## src/rtl/ivg_pkg.sv

```systemverilog
// Package ivg_pkg
// Shared encodings for the vector relocation guard.
// Assumes: write data bit positions are fixed by software convention.
package ivg_pkg;
    typedef enum logic {
        VEC_APP  = 1'b0,
        VEC_BOOT = 1'b1
    } vec_loc_t;

    localparam int UNLOCK_BIT = 0;
    localparam int PLACE_BIT  = 1;
    localparam int WDATA_W    = 2;
endpackage

```

## src/rtl/ivg_window.sv

```systemverilog
// Module ivg_window
// Timed change window. An open request (re)starts a window of WINDOW
// cycles. A placement write closes it at once; otherwise it expires.
// Assumes: open_req has priority over sel_wr in the same cycle.
module ivg_window #(
    parameter int WINDOW = 4
) (
    input  logic clk,
    input  logic rst_n,
    input  logic open_req,
    input  logic sel_wr,
    output logic win_open
);
    localparam int CNT_W = (WINDOW > 1) ? $clog2(WINDOW) : 1;
    localparam logic [CNT_W-1:0] LAST = CNT_W'(WINDOW - 1);

    logic [CNT_W-1:0] cnt;

    // Window state and countdown of remaining open cycles
    always_ff @(posedge clk) begin
        if (!rst_n) begin
            win_open <= 1'b0;
            cnt      <= '0;
        end else if (open_req) begin
            win_open <= 1'b1;
            cnt      <= LAST;
        end else if (win_open && sel_wr) begin
            win_open <= 1'b0;
        end else if (win_open) begin
            if (cnt == '0) win_open <= 1'b0;
            else           cnt      <= cnt - 1'b1;
        end
    end


    expire_chk: assert property (@(posedge clk) disable iff (!rst_n)
        (win_open && cnt == '0 && !open_req) |=> !win_open);


    restart_chk: assert property (@(posedge clk) disable iff (!rst_n)
        open_req |=> (win_open && cnt == LAST));
endmodule

```

## src/rtl/ivg_select.sv

```systemverilog
// Module ivg_select
// Holds the vector placement bit; loads only when the guard grants it.
// Assumes: load is already qualified by an open window.
module ivg_select
    import ivg_pkg::*;
(
    input  logic     clk,
    input  logic     rst_n,
    input  logic     load,
    input  vec_loc_t din,
    output vec_loc_t loc
);
    // Placement register, application area after reset
    always_ff @(posedge clk) begin
        if (!rst_n)    loc <= VEC_APP;
        else if (load) loc <= din;
    end
endmodule

```

## src/rtl/ivg_mask.sv

```systemverilog
// Module ivg_mask
// Combines window state, placement, locks and execution region into
// the global interrupt mask.
// Assumes: all inputs are synchronous to the guard clock.
module ivg_mask
    import ivg_pkg::*;
(
    input  logic     win_open,
    input  vec_loc_t loc,
    input  logic     lock_app,
    input  logic     lock_boot,
    input  logic     exec_boot,
    output logic     irq_mask
);
    logic app_block, boot_block;

    // Lock rule per region, selected by where the vectors sit
    always_comb begin
        app_block  = (loc == VEC_BOOT) && lock_app  && !exec_boot;
        boot_block = (loc == VEC_APP)  && lock_boot &&  exec_boot;
        irq_mask   = win_open || app_block || boot_block;
    end
endmodule

```

## src/rtl/ivg_guard.sv

```systemverilog
// Module ivg_guard
// Top of the vector relocation guard: decodes the write port, drives
// the window timer, the placement register and the mask logic.
// Assumes: one register write per cycle; synchronous active-low reset.
module ivg_guard
    import ivg_pkg::*;
#(
    parameter int WINDOW = 4
) (
    input  logic               clk,
    input  logic               rst_n,
    input  logic               reg_wr,
    input  logic [WDATA_W-1:0] reg_wdata,
    input  logic               lock_app,
    input  logic               lock_boot,
    input  logic               exec_boot,
    output logic               vec_boot,
    output logic               win_open,
    output logic               irq_mask
);
    logic     open_req, sel_wr, load;
    vec_loc_t loc;

    // Write decode: unlock request or placement write
    always_comb begin
        open_req = reg_wr &&  reg_wdata[UNLOCK_BIT];
        sel_wr   = reg_wr && !reg_wdata[UNLOCK_BIT];
        load     = sel_wr && win_open;
        vec_boot = (loc == VEC_BOOT);
    end

    ivg_window #(.WINDOW(WINDOW)) i_window (
        .clk      (clk),
        .rst_n    (rst_n),
        .open_req (open_req),
        .sel_wr   (sel_wr),
        .win_open (win_open)
    );

    ivg_select i_select (
        .clk   (clk),
        .rst_n (rst_n),
        .load  (load),
        .din   (vec_loc_t'(reg_wdata[PLACE_BIT])),
        .loc   (loc)
    );

    ivg_mask i_mask (
        .win_open  (win_open),
        .loc       (loc),
        .lock_app  (lock_app),
        .lock_boot (lock_boot),
        .exec_boot (exec_boot),
        .irq_mask  (irq_mask)
    );


    open_chk: assert property (@(posedge clk) disable iff (!rst_n)
        (reg_wr && reg_wdata[UNLOCK_BIT]) |=> (win_open && $stable(vec_boot)));


    closed_write_chk: assert property (@(posedge clk) disable iff (!rst_n)
        (!win_open && !(reg_wr && reg_wdata[UNLOCK_BIT])) |=> $stable(vec_boot));


    sel_close_chk: assert property (@(posedge clk) disable iff (!rst_n)
        (win_open && reg_wr && !reg_wdata[UNLOCK_BIT])
            |=> (!win_open && vec_boot == $past(reg_wdata[PLACE_BIT])));


    window_mask_chk: assert property (@(posedge clk) disable iff (!rst_n)
        win_open |-> irq_mask);
endmodule

```

## config.mk

```make
export PLATFORM = sky130hd
export DESIGN_NAME = ivg_guard
export DESIGN_NICKNAME = d
export VERILOG_FILES = /design/src/rtl/ivg_pkg.sv /design/src/rtl/ivg_window.sv /design/src/rtl/ivg_select.sv /design/src/rtl/ivg_mask.sv /design/src/rtl/ivg_guard.sv
export SDC_FILE = /design/constraint.sdc
export NUM_CORES = 1
export LEC_CHECK = 0
export BUFFER_PORTS_ARGS = -buffer_cell sky130_fd_sc_hd__buf_2
export CAP_MARGIN = 20
export CORE_AREA = 3 3 40 42
export DETAILED_ROUTE_END_ITERATION = 8
export DIE_AREA = 0 0 43 45
export HOLD_SLACK_MARGIN = 0.03
export PLACE_DENSITY = 0.47
export SLEW_MARGIN = 0
export SYNTH_ARGS = -nofsm -noshare
export SYNTH_HDL_FRONTEND = slang
export SYNTH_SLANG_ARGS = --single-unit
export TNS_END_PERCENT = 1
```

## constraint.sdc

```tcl
create_clock -name clk -period 1.8 [get_ports clk]
set_clock_uncertainty 0.05 [all_clocks]
set_input_delay 0.54 -clock clk [delete_from_list [all_inputs] [get_ports clk]]
set_output_delay 0.54 -clock clk [all_outputs]
set_load 0.02 [all_outputs]
```

Word-level counts from Yosys, hierarchy flattened
Cells that the tools add are included.

Register bits after elaboration: 4. Output and inout port bits: 3. Word-level logic and storage cells: 29.

$add $sub $neg: 1. Eq/ne operators: 2. Muxes and demuxes: 8. Bitwise operators: 1. Reductions and logical operators: 14.

Operator list (count): 2-to-1 mux 2 bit (4); logical AND 1 bit (7); 2-to-1 mux 1 bit (4); AND reduction 3 bit (1); zero test 1 bit (2); zero test 2 bit (1); logical OR 1 bit (2); != test 2 x 1 -> 1 bit, second input constant (1); != test 2 bit, second input constant (1); nonzero test 2 bit (1); subtractor 2 x 1 -> 2 bit, second input constant (1); inverter 1 bit (1).

Logic depth before layout (Yosys ltp)
Depth after elaboration: 5. Depth in mapped cells: 4. Mapped depth without buffers: 4.

By module
A second synthesis with hierarchy kept.

Cell total of the unflattened synthesis: 22. Area, all modules: 230.2 µm².

By module, submodules not included: ivg_window (times used 1, cells an instance 12, area each 140.1 µm², sequential area each 60.1 µm²); ivg_select (times used 1, cells an instance 3, area each 36.3 µm², sequential area each 20.0 µm²); ivg_mask (times used 1, cells an instance 4, area each 27.5 µm², sequential area each 0.0 µm²); ivg_guard (times used 1, cells an instance 3, area each 26.3 µm², sequential area each 0.0 µm²).

Worst setup path before layout
Ideal clock, no wire load.

Kind: input-to-output. Start: input lock_app. End: output irq_mask. Data arrival time: 0.991 ns. Required time: 1.210 ns. Slack: 0.219 ns. Stages: 2. Cell sequence: nand2_1 -> o221ai_1.

Word-level cells in the longest chain between the ends: 4.

RTL lines: from (decl) (line ivg_guard.sv:14) `input logic lock_app,`; logical AND 1 bit (2 in series) (line ivg_mask.sv:19) `app_block = (loc == VEC_BOOT) && lock_app && !exec_boot;`; logical OR 1 bit (2 in series) (line ivg_mask.sv:21) `irq_mask = win_open || app_block || boot_block;`; to (decl) (line ivg_guard.sv:19) `output logic irq_mask`.

No other way between the ends.

Final worst setup path
Start: input exec_boot. End: output irq_mask.

Word-level cells in the longest chain between the ends: 4. Elaborated cells on any way between the ends: 5. Classes of those cells: reduce/logical (5).

RTL lines: from (decl) (line ivg_guard.sv:16) `input logic exec_boot,`; zero test 1 bit (line ivg_mask.sv:19); logical AND 1 bit (line ivg_mask.sv:19); logical OR 1 bit (line ivg_mask.sv:21); logical OR 1 bit * (line ivg_mask.sv:21).

Every way passes the cells marked *; elsewhere a longest branch is shown, timed or not.

==> run_results.csv <==
group,metric,value,unit
power,powerDensity,795.5,mW/mm²
logic_synthesis,synthCells,24,
global_route,grt_use_met2,10.18,%
clock_network,clk_pin_slew_worst_paths,0.03,ns
hold_path,hold_depth,2,
sta,finalSetupViolations,0,
floorplan,die-area,0.001935,mm²
global_route,groute.usage.overall,7.910,%
sta,hold_violations,0,
place,dp_cells,49,
floorplan,ios,11,
layout,post-route-cell-area,307.8,µm²
global_route,grt_max_degree,7,
power,power.leakage,0.1413,nW
place,detailedPlace.worstSlack,0.1845,ns
logic_synthesis,synth_cell_types,12,
clock_network,cts_tree,"yes",
sta,rsz0062_at_grt,"false",
sta,fin_tns_setup,0,ns
logic_synthesis,yosys_warnings,0,
clock_network,clk_path_buf_depth,2,
place,place_congestion,0.6661,
logic_synthesis,ys_seq_elements,4,
setup_path,cp_num_cells,4,
logic_synthesis,ys_seq_area_share,36.99,%
clock_network,cts-resized-gates,0,
clock_network,clk-insertion-delay-late,0.23,ns
global_route,gr-max-usage-layer,"met2",
global_route,antenna_found_initial,0,
clock_network,cts_buffers,3,
logic_synthesis,syn_avg_cell_area,9.019,µm²
global_route,overflow,0,
global_route,use_met3,7.171,%
setup_path,r2r_cells,4,
floorplan,fp-row-count,13,
clock_network,hold_buffers,0,
clock_network,cts_setup_buffers,0,
setup_path,critPathMaxFanout,2,
setup_path,critical_path_required,1.21,ns
layout,drive_gt1_share,40.54,%
sta,timing.final.crit_share,89.60,%
setup_path,crit_arrival,1.02,ns
setup_path,r2r_start,"i_window.cnt[0]$_SDFFE_PN0P_",
setup_path,endpoint_kind,"primary output",
power,max-vdd-ir-drop,0.0003927,V
floorplan,die_height,45,µm
hold_path,worstHoldStart,"i_select.loc$_SDFFE_PN0P_",
run_status,status,"completed",
place,port_buffers,10,
setup_path,path_buf_inv,2,
setup_path,cpLargestDelayFamily,"buffers and inverters",
setup_path,crit_top_cell,"buf_2",
detailed_routing,wl,511,µm
logic_synthesis,synth_top_cell_by_area,"dfxtp_1",
setup_path,worst_path_max_delay_cell,"buf_2",
global_route,grt_pass1_vias,234,
global_route,grt_pass1_wl,1.041,mm
sta,layout_setup_ws,0.1872,ns
run,cap_violations,0,
sta,tightest_slew,0.3417,ns
detailed_routing,num_vias,217,
detailed_routing,dr.pass1.iters,1,
detailed_routing,drc_errors,0,
layout,finalNonFillerCells,52,
clock_network,cts_root_buf,"clkbuf_4",
logic_synthesis,synth_nets,33,
setup_path,crit_type,"input pin to primary output",
logic_synthesis,ys_top_cells_by_area,"dfxtp_1 (37%), nor4bb_1 (9.2%), nand2_1 (8.7%)",
setup_path,path_cells,"buf_2 -> nand2_1 -> o221ai_1 -> buf_2",
sta,whs,0.4376,ns
power,power.total,244.9,µW
floorplan,fp.dieW,43,µm
setup_path,crit_start,"exec_boot",
logic_synthesis,synth_top_area_share,36.99,%
detailed_routing,via_per_inst,4.173,
clock_network,numClockSinks,4,
clock_network,h-tree-depth,1,
layout,nNetsFinal,48,
detailed_routing,post_drt_wl_per_cell,9.827,µm
setup_path,startpoint_type,"input pin",
floorplan,start_util,16.85,%
layout,area.growth.synth_to_final,42.20,%
detailed_routing,drtAntennaViolNets,0,
floorplan,coreArea,0.001285,mm²
sta,slew-limit-headroom,76.91,%
setup_path,critPathMaxStageDelay,0.19,ns
hold_path,min_path_type,"flip-flop to flip-flop",
layout,n_antenna_cell,0,
detailed_routing,drt-initial-drc-count,0,
sta,drv_slew,0,
sta,max_freq,620.0,MHz
sta,min_period,1.613,ns
logic_synthesis,synth_area,216.5,µm²
global_route,grt_use_met1,8.916,%
place,place_area,285.3,µm²
layout,final_core_util,23.95,%
## path summary, 6_finish.rpt
path                                  end  slack [ns]
max                              irq_mask        0.19
min             i_select.loc$_SDFFE_PN0P_        0.44
max reg2reg  i_window.cnt[1]$_SDFFE_PN0P_        0.40
min reg2reg     i_select.loc$_SDFFE_PN0P_        0.44
## synth_stat cells
cell type	count
nand3b_1	1
a211oi_1	1
nand2_1	5
ha_1	1
a311oi_2	1
a21oi_1	2
nor4bb_1	2
inv_1	4
o221ai_1	1
dfxtp_1	4
or3b_4	1
mux2i_1	1
## power by group
group | switching, mW | internal [mW]
combinational | 0.0205 | 0.0192
clock | 0.0334 | 0.0743
sequential | 0.00313 | 0.0942
total | 0.0571 | 0.188
## registers in the layout (all words and copies together) (netlist names)
signal	count
i_window.cnt	2
i_select.loc	1
i_window.win_open	1
## layout by cell type (no fill, tap or decap), drive strengths merged
| cell type | Yosys | routed |
|---|---|---|
| o221ai | 1 | 1 |
| buf | 0 | 10 |
| dfxtp | 4 | 4 |
| nand2 | 5 | 5 |
| or3b | 1 | 1 |
| a21oi | 2 | 2 |
| nand3b | 1 | 1 |
| a211oi | 1 | 1 |
| a311oi | 1 | 1 |
| inv | 4 | 4 |
| mux2i | 1 | 1 |
| clkbuf | 0 | 3 |
| nor4bb | 2 | 2 |
| ha | 1 | 1 |
## routing by layer
layer / part of all wire, % / vias up
met5: 0 / -
met4: 0 / 0
met3: 20 / 0
met2: 36 / 15
met1: 44 / 89
li1: - / 113
## layout make-up
type | count | area [µm²]
Fill cell | 140 | 977.2
Tap cell | 15 | 18.77
Multi-Input combinational cell | 16 | 121.4
Sequential cell | 4 | 80.08
Clock buffer | 3 | 22.52
Inverter | 4 | 15.01
Timing Repair Buffer | 10 | 50.05
## worst reg2reg max path: stages (launching register included)
cell and delay (ns):
dfxtp_1 0.33, inv_1 0.05, ha_1 0.22, or3b_4 0.40
a311oi_2 0.26
## cells by family after synthesis
logic type,synth area share [%]
buffers and inverters,6.934
and+or+nand+nor,26.59
muxes,4.624
DFF,37.00
adders and majority gates,5.779
AOI/OAI and AO/OA,19.08
Power figures use the tool's default switching activity.
